## config.mk

```make
export PLATFORM = sky130hd
export DESIGN_NAME = phy_pwr_ctrl
export DESIGN_NICKNAME = d
export VERILOG_FILES = /design/src/rtl/phy_pwr_pkg.sv /design/src/rtl/pwr_mode_fsm.sv /design/src/rtl/pwr_en_map.sv /design/src/rtl/lnk_pulse_tmr.sv /design/src/rtl/phy_pwr_ctrl.sv
export SDC_FILE = /design/constraint.sdc
export NUM_CORES = 1
export LEC_CHECK = 0
export ABC_AREA = 1
export BUFFER_PORTS_ARGS = -buffer_cell sky130_fd_sc_hd__clkbuf_2
export CAP_MARGIN = 20
export CORE_ASPECT_RATIO = 1.4
export CORE_MARGIN = 1
export CORE_UTILIZATION = 58
export DETAILED_ROUTE_END_ITERATION = 7
export GPL_ROUTABILITY_DRIVEN = 1
export GPL_TIMING_DRIVEN = 0
export PLACE_DENSITY_LB_ADDON = 0.12
export SLEW_MARGIN = 25
export SYNTH_ARGS = -nofsm -noshare
export SYNTH_HDL_FRONTEND = slang
export SYNTH_SLANG_ARGS = --single-unit
```

## constraint.sdc

```tcl
create_clock -name clk -period 3.39 [get_ports clk]
set_input_delay 0.5085 -clock clk [delete_from_list [all_inputs] [get_ports clk]]
set_output_delay 0.5085 -clock clk [all_outputs]
set_load 0.01 [all_outputs]
```

## src/rtl/phy_pwr_pkg.sv

```systemverilog
package phy_pwr_pkg;

  typedef enum logic [3:0] {
    MD_NORM  = 4'b0001,
    MD_PSAVE = 4'b0010,
    MD_EDPD  = 4'b0100,
    MD_PDN   = 4'b1000
  } pwr_mode_e;

  typedef struct packed {
    logic rx;
    logic tx;
    logic ed;
    logic pll;
    logic dp;
  } pwr_en_t;

endpackage

```

## src/rtl/pwr_mode_fsm.sv

```systemverilog
module pwr_mode_fsm
  import phy_pwr_pkg::*;
(
  input  logic      clk,
  input  logic      rst_n,
  input  logic      cfg_pdown,
  input  logic      cfg_psave,
  input  logic      cfg_edpd_n,
  input  logic      an_en,
  input  logic      link_up,
  input  logic      energy_det,
  output pwr_mode_e mode
);

  pwr_mode_e mode_d;
  logic      wake_q, wake_d;
  logic      eligible, low_req, awake;

  // sleep is allowed only with auto-negotiation on and no partner
  assign eligible = an_en & ~link_up;
  assign low_req  = ~cfg_edpd_n | cfg_psave;
  assign awake    = wake_q | energy_det;

  always_comb begin
    wake_d = ~cfg_pdown & eligible & (wake_q | (energy_det & low_req));
    if (cfg_pdown)
      mode_d = MD_PDN;
    else if (eligible && !awake) begin
      if (!cfg_edpd_n)     mode_d = MD_EDPD;
      else if (cfg_psave)  mode_d = MD_PSAVE;
      else                 mode_d = MD_NORM;
    end else
      mode_d = MD_NORM;
  end

  always_ff @(posedge clk or negedge rst_n) begin
    if (!rst_n) begin
      mode   <= MD_NORM;
      wake_q <= 1'b0;
    end else begin
      mode   <= mode_d;
      wake_q <= wake_d;
    end
  end

endmodule

```

## src/rtl/pwr_en_map.sv

```systemverilog
module pwr_en_map
  import phy_pwr_pkg::*;
(
  input  pwr_mode_e mode,
  input  logic      pll_auto_off,
  output pwr_en_t   en
);

  always_comb begin
    unique case (mode)
      MD_PSAVE: en = '{rx: 1'b0, tx: 1'b1, ed: 1'b1, pll: 1'b1, dp: 1'b0};
      MD_EDPD:  en = '{rx: 1'b0, tx: 1'b1, ed: 1'b1, pll: ~pll_auto_off, dp: 1'b0};
      MD_PDN:   en = '{rx: 1'b0, tx: 1'b0, ed: 1'b0, pll: 1'b0, dp: 1'b0};
      default:  en = '{rx: 1'b1, tx: 1'b1, ed: 1'b1, pll: 1'b1, dp: 1'b1};
    endcase
  end

endmodule

```

## src/rtl/lnk_pulse_tmr.sv

```systemverilog
module lnk_pulse_tmr #(
  parameter int NORM_US = 16000,
  parameter int STRETCH = 8
) (
  input  logic clk,
  input  logic rst_n,
  input  logic tick_us,
  input  logic hold,
  input  logic stretch_on,
  output logic lp_tick
);

  localparam int LONG_US = NORM_US * STRETCH;
  localparam int CW      = $clog2(LONG_US + 1);

  logic [CW-1:0] cnt_q, lim;
  logic          long_q;

  assign lim = stretch_on ? CW'(LONG_US - 1) : CW'(NORM_US - 1);

  always_ff @(posedge clk or negedge rst_n) begin
    if (!rst_n) begin
      cnt_q   <= '0;
      long_q  <= 1'b0;
      lp_tick <= 1'b0;
    end else begin
      long_q  <= stretch_on;
      lp_tick <= 1'b0;
      if (hold || (stretch_on != long_q))
        cnt_q <= '0;
      else if (tick_us) begin
        if (cnt_q >= lim) begin
          cnt_q   <= '0;
          lp_tick <= 1'b1;
        end else
          cnt_q <= cnt_q + 1'b1;
      end
    end
  end

endmodule

```

## src/rtl/phy_pwr_ctrl.sv

```systemverilog
module phy_pwr_ctrl
  import phy_pwr_pkg::*;
#(
  parameter int NORM_US = 16000,
  parameter int STRETCH = 8
) (
  input  logic       clk,
  input  logic       rst_n,
  input  logic       tick_us,
  input  logic       cfg_pdown,
  input  logic       cfg_psave,
  input  logic       cfg_edpd_n,
  input  logic       cfg_pll_auto_off,
  input  logic       an_en,
  input  logic       link_up,
  input  logic       energy_det,
  output logic       rx_en,
  output logic       tx_en,
  output logic       ed_en,
  output logic       pll_en,
  output logic       dp_en,
  output logic       lp_tick,
  output logic [3:0] mode_oh
);

  pwr_mode_e mode;
  pwr_en_t   en;

  pwr_mode_fsm u_fsm (
    .clk        (clk),
    .rst_n      (rst_n),
    .cfg_pdown  (cfg_pdown),
    .cfg_psave  (cfg_psave),
    .cfg_edpd_n (cfg_edpd_n),
    .an_en      (an_en),
    .link_up    (link_up),
    .energy_det (energy_det),
    .mode       (mode)
  );

  pwr_en_map u_map (
    .mode         (mode),
    .pll_auto_off (cfg_pll_auto_off),
    .en           (en)
  );

  lnk_pulse_tmr #(
    .NORM_US (NORM_US),
    .STRETCH (STRETCH)
  ) u_tmr (
    .clk        (clk),
    .rst_n      (rst_n),
    .tick_us    (tick_us),
    .hold       (mode == MD_PDN),
    .stretch_on (mode == MD_EDPD),
    .lp_tick    (lp_tick)
  );

  assign rx_en   = en.rx;
  assign tx_en   = en.tx;
  assign ed_en   = en.ed;
  assign pll_en  = en.pll;
  assign dp_en   = en.dp;
  assign mode_oh = mode;

endmodule

```

==> impl_metrics.py <==
metrics = {
    "floorplanning": {
        "start_util_pct": 63.3,
        "die_area_mm2": 0.00317,
        "ioPinCount": 20,
        "row_count": 22,
        "dieWidth_um": 47.8,
        "core_mm2": 0.00270,
        "die_h_um": 66.2,
    },
    "setup_path": {
        "worstSetupPathType": "flop to flop",
        "crit_chain": "nor2_4 > nand2_2 > inv_1 > ha_1 > nand3_1 > nor2_1 > nand2_1 > nor2_1 > nand2_1 > nand2_2 > nand2_4 > nand2_4 > nor2_1",
        "slowest_stage": "dfstp_2",
        "cpPeakStageDelay_ns": 0.58,
        "crit_fanout": 9,
        "crit_path_frequent_cell": "nor2_1",
        "critical_path_required_ns": 3.61,
        "end_kind": "flop",
        "cp.arrival_ns": 2.37,
        "start_kind": "flop",
    },
    "pwr": {
        "power_uw": 510,
        "powerDensity_mw_per_mm2": 272,
        "vdd_drop_max_v": 0.000295,
        "leakagePower_uw": 0.000985,
    },
    "global_routing": {
        "grt_first_pass_wirelength_um": 6200,
        "grtUsageTotal_pct": 27.4,
        "grt_max_degree": 25,
        "grt_overflow_total": 0,
        "antenna_found_initial": 0,
        "grt_pass1_vias": 1522,
    },
    "clocking": {
        "insertion_delay_ns": 0.32,
        "cts_tree": "built",
        "clock-root-buffer": "clkbuf_4",
        "cts_max_path_buffers": 2,
        "hold_buffers": 0,
        "ctsResizeCount": 0,
        "cts_max_level": 1,
        "cts_sinks": 24,
        "cts_setup_buffers": 0,
        "numCtsBuffers": 3,
        "path_clk_slew_ns": 0.12,
    },
    "timing": {
        "setup_ws_ns": 1.24,
        "max_freq_ghz": 0.465,
        "rsz0062_at_grt": "false",
        "tns_ns": 0,
        "hold_violations": 0,
        "min_period_over_period_pct": 63.4,
        "clock_skew_ns": 0.00441,
        "drv_slew": 0,
        "finalSetupViolations": 0,
        "post-route-min-period_ns": 2.15,
        "maxSlewHeadroom_pct": 60.6,
        "tightest_slew_ns": 0.591,
    },
    "synthesis": {
        "syn_nets": 263,
        "yosys_warnings": 0,
        "syn_area_per_cell_um2": 6.97,
        "synth_cell_types": 27,
        "yosys_register_bits": 24,
        "synth_area_mm2": 0.00171,
        "syn_inst": 245,
        "ys_seq_area_share_pct": 35.3,
    },
    "route": {
        "drcViolationCount": 0,
        "ant_nets": 0,
        "drt-initial-drc-count": 40,
        "dr_total_vias": 1592,
        "wirelength_um": 3570,
        "avgViaCountPerCell": 5.24,
        "drt-wirelength-per-cell_um": 11.7,
        "firstDrtPassIters": 4,
    },
    "layout": {
        "stdcell_count": 304,
        "drive_gt1_share_pct": 19.0,
        "antenna_cells": 0,
        "nets": 287,
        "fill_cells": 249,
        "design_area_mm2": 0.00187,
        "syn_to_final_growth_pct": 9.75,
    },
    "placed_design": {
        "dpl.cell_count": 300,
        "place_congestion": 0.841,
        "dpl_cell_area_mm2": 0.00185,
        "post-dp-hpwl_um": 2870,
        "io_buffers": 19,
        "pre_cts_ws_ns": 1.25,
    },
    "job": {
        "cap_viol_max_count": 0,
    },
    "worst_hold_path": {
        "min_path_type": "input port to async pin",
    },
    "run_status": {
        "outcome": "complete, no violations",
    },
}
## power breakdown
part / switching (uW) / internal (uW) / total [uW]
clock network: 83.9 / 46.1 / 130
registers: 11.7 / 296 / 308
logic: 45.2 / 26.6 / 71.8
total: 141 / 369 / 510
## per-layer routing
metal	global-route usage [%]	routed length [um]	up-vias
met5	0	0	-
met4	15.3	125	0
met3	1.91	100	12
met2	47.3	1850	30
met1	31.5	1490	728
li1	-	-	822
## registers in the layout (all words and copies together), names as in the netlist
register	flops
u_tmr.cnt_q	17
u_fsm.mode	4
u_fsm.wake_q	1
u_tmr.long_q	1
u_tmr.lp_tick	1
## worst max-delay path, delay by kind of cell (launching register included)
kind	cells	cell delay, ns
adder cells (fa/ha/maj)	1	0.33
buffers and inverters	1	0.12
flip-flops	1	0.58
AND/OR/NAND/NOR	11	1.01
## Yosys cell counts
| cell type | number | area share (%) |
|---|---|---|
| nand2_1 | 77 | 17 |
| nor2_1 | 37 | 8.1 |
| inv_1 | 24 | 5.3 |
| dfrtp_1 | 23 | 34 |
| nand3_1 | 18 | 5.3 |
| ha_1 | 8 | 5.9 |
| nand2_2 | 7 | 2.6 |
| nand4_1 | 7 | 2.6 |
| inv_2 | 5 | 1.1 |
| nor2_2 | 4 | 1.5 |
| o21ai_1 | 4 | 1.2 |
| a21oi_1 | 3 | 0.88 |
| nand3_2 | 3 | 1.8 |
| nor3_1 | 3 | 0.88 |
| o21bai_1 | 3 | 1.3 |
| xor2_1 | 3 | 1.5 |
| buf_4 | 2 | 0.88 |
| nand2_4 | 2 | 1.3 |
| nor2_4 | 2 | 1.3 |
| nor4_1 | 2 | 0.73 |
| o21ai_0 | 2 | 0.59 |
| buf_2 | 1 | 0.29 |
| buf_6 | 1 | 0.66 |
| dfstp_2 | 1 | 1.5 |
| nand3b_1 | 1 | 0.44 |
| nand4_4 | 1 | 1.2 |
| xnor2_1 | 1 | 0.51 |
## path summary, 6_finish.rpt
path	start	to	cells after the start	slack, ns
max	u_fsm.mode[0]$_DFF_PN1_	u_tmr.cnt_q[9]$_DFFE_PN0P_	13	1.24
min	rst_n	u_tmr.long_q$_DFF_PN0_	1	0.17
max reg2reg	u_fsm.mode[0]$_DFF_PN1_	u_tmr.cnt_q[9]$_DFFE_PN0P_	13	1.24
min reg2reg	u_tmr.cnt_q[0]$_DFFE_PN0P_	u_tmr.cnt_q[0]$_DFFE_PN0P_	1	0.54
max in group asynchronous	rst_n	u_tmr.cnt_q[3]$_DFFE_PN0P_	1	2.84
min in group clk	link_up	u_fsm.wake_q$_DFF_PN0_	2	0.34
## placed cells by master (no fill, tap or decap), types with 2 or more instances in the layout
master / n
clkbuf_2: 19
nand2_1: 77
nor4_1: 2
nand2_4: 2
o21ai_0: 2
clkbuf_4: 3
nand3_2: 3
nand3_1: 18
nand2_2: 7
nor3_1: 3
nor2_2: 4
ha_1: 8
nor2_1: 37
xor2_1: 3
buf_4: 2
nand4_1: 7
nor2_4: 2
inv_2: 5
inv_1: 24
o21bai_1: 3
dfrtp_1: 23
o21ai_1: 4
a21oi_1: 3
## stage by stage
step | hold WS, ns | utilization, %
after CTS | 0.181 | 69.4
after global placement | 0.520 | 68.5
after global routing | 0.215 | 69.4
final | 0.167 | 69.4
after floorplan | 0.213 | -
after detailed placement | 0.530 | 68.5
## cells by family (layout without fill, tap and decap cells)
| kind of cell | Yosys count | count (layout) | share of synthesized area [%] |
|---|---|---|---|
| xor+xnor | 4 | 4 | 2.05 |
| simple gates | 164 | 164 | 44.6 |
| fa+ha+maj | 8 | 8 | 5.87 |
| flops | 24 | 24 | 35.3 |
| buf+inv | 33 | 56 | 8.21 |
| compound gates | 12 | 12 | 3.96 |
## final cells by class
class	instances	area [um2]	share of cell area, %
multi-input cells	188	965	51.5
plain buffers	4	31.3	1.67
inverters	29	109	5.81
flip-flops and latches	24	602	32.1
clock buffers	4	26.3	1.40
well taps	36	45.0	2.40
repair buffers	19	95.1	5.08
No activity file was read; power rests on OpenSTA's default activity.
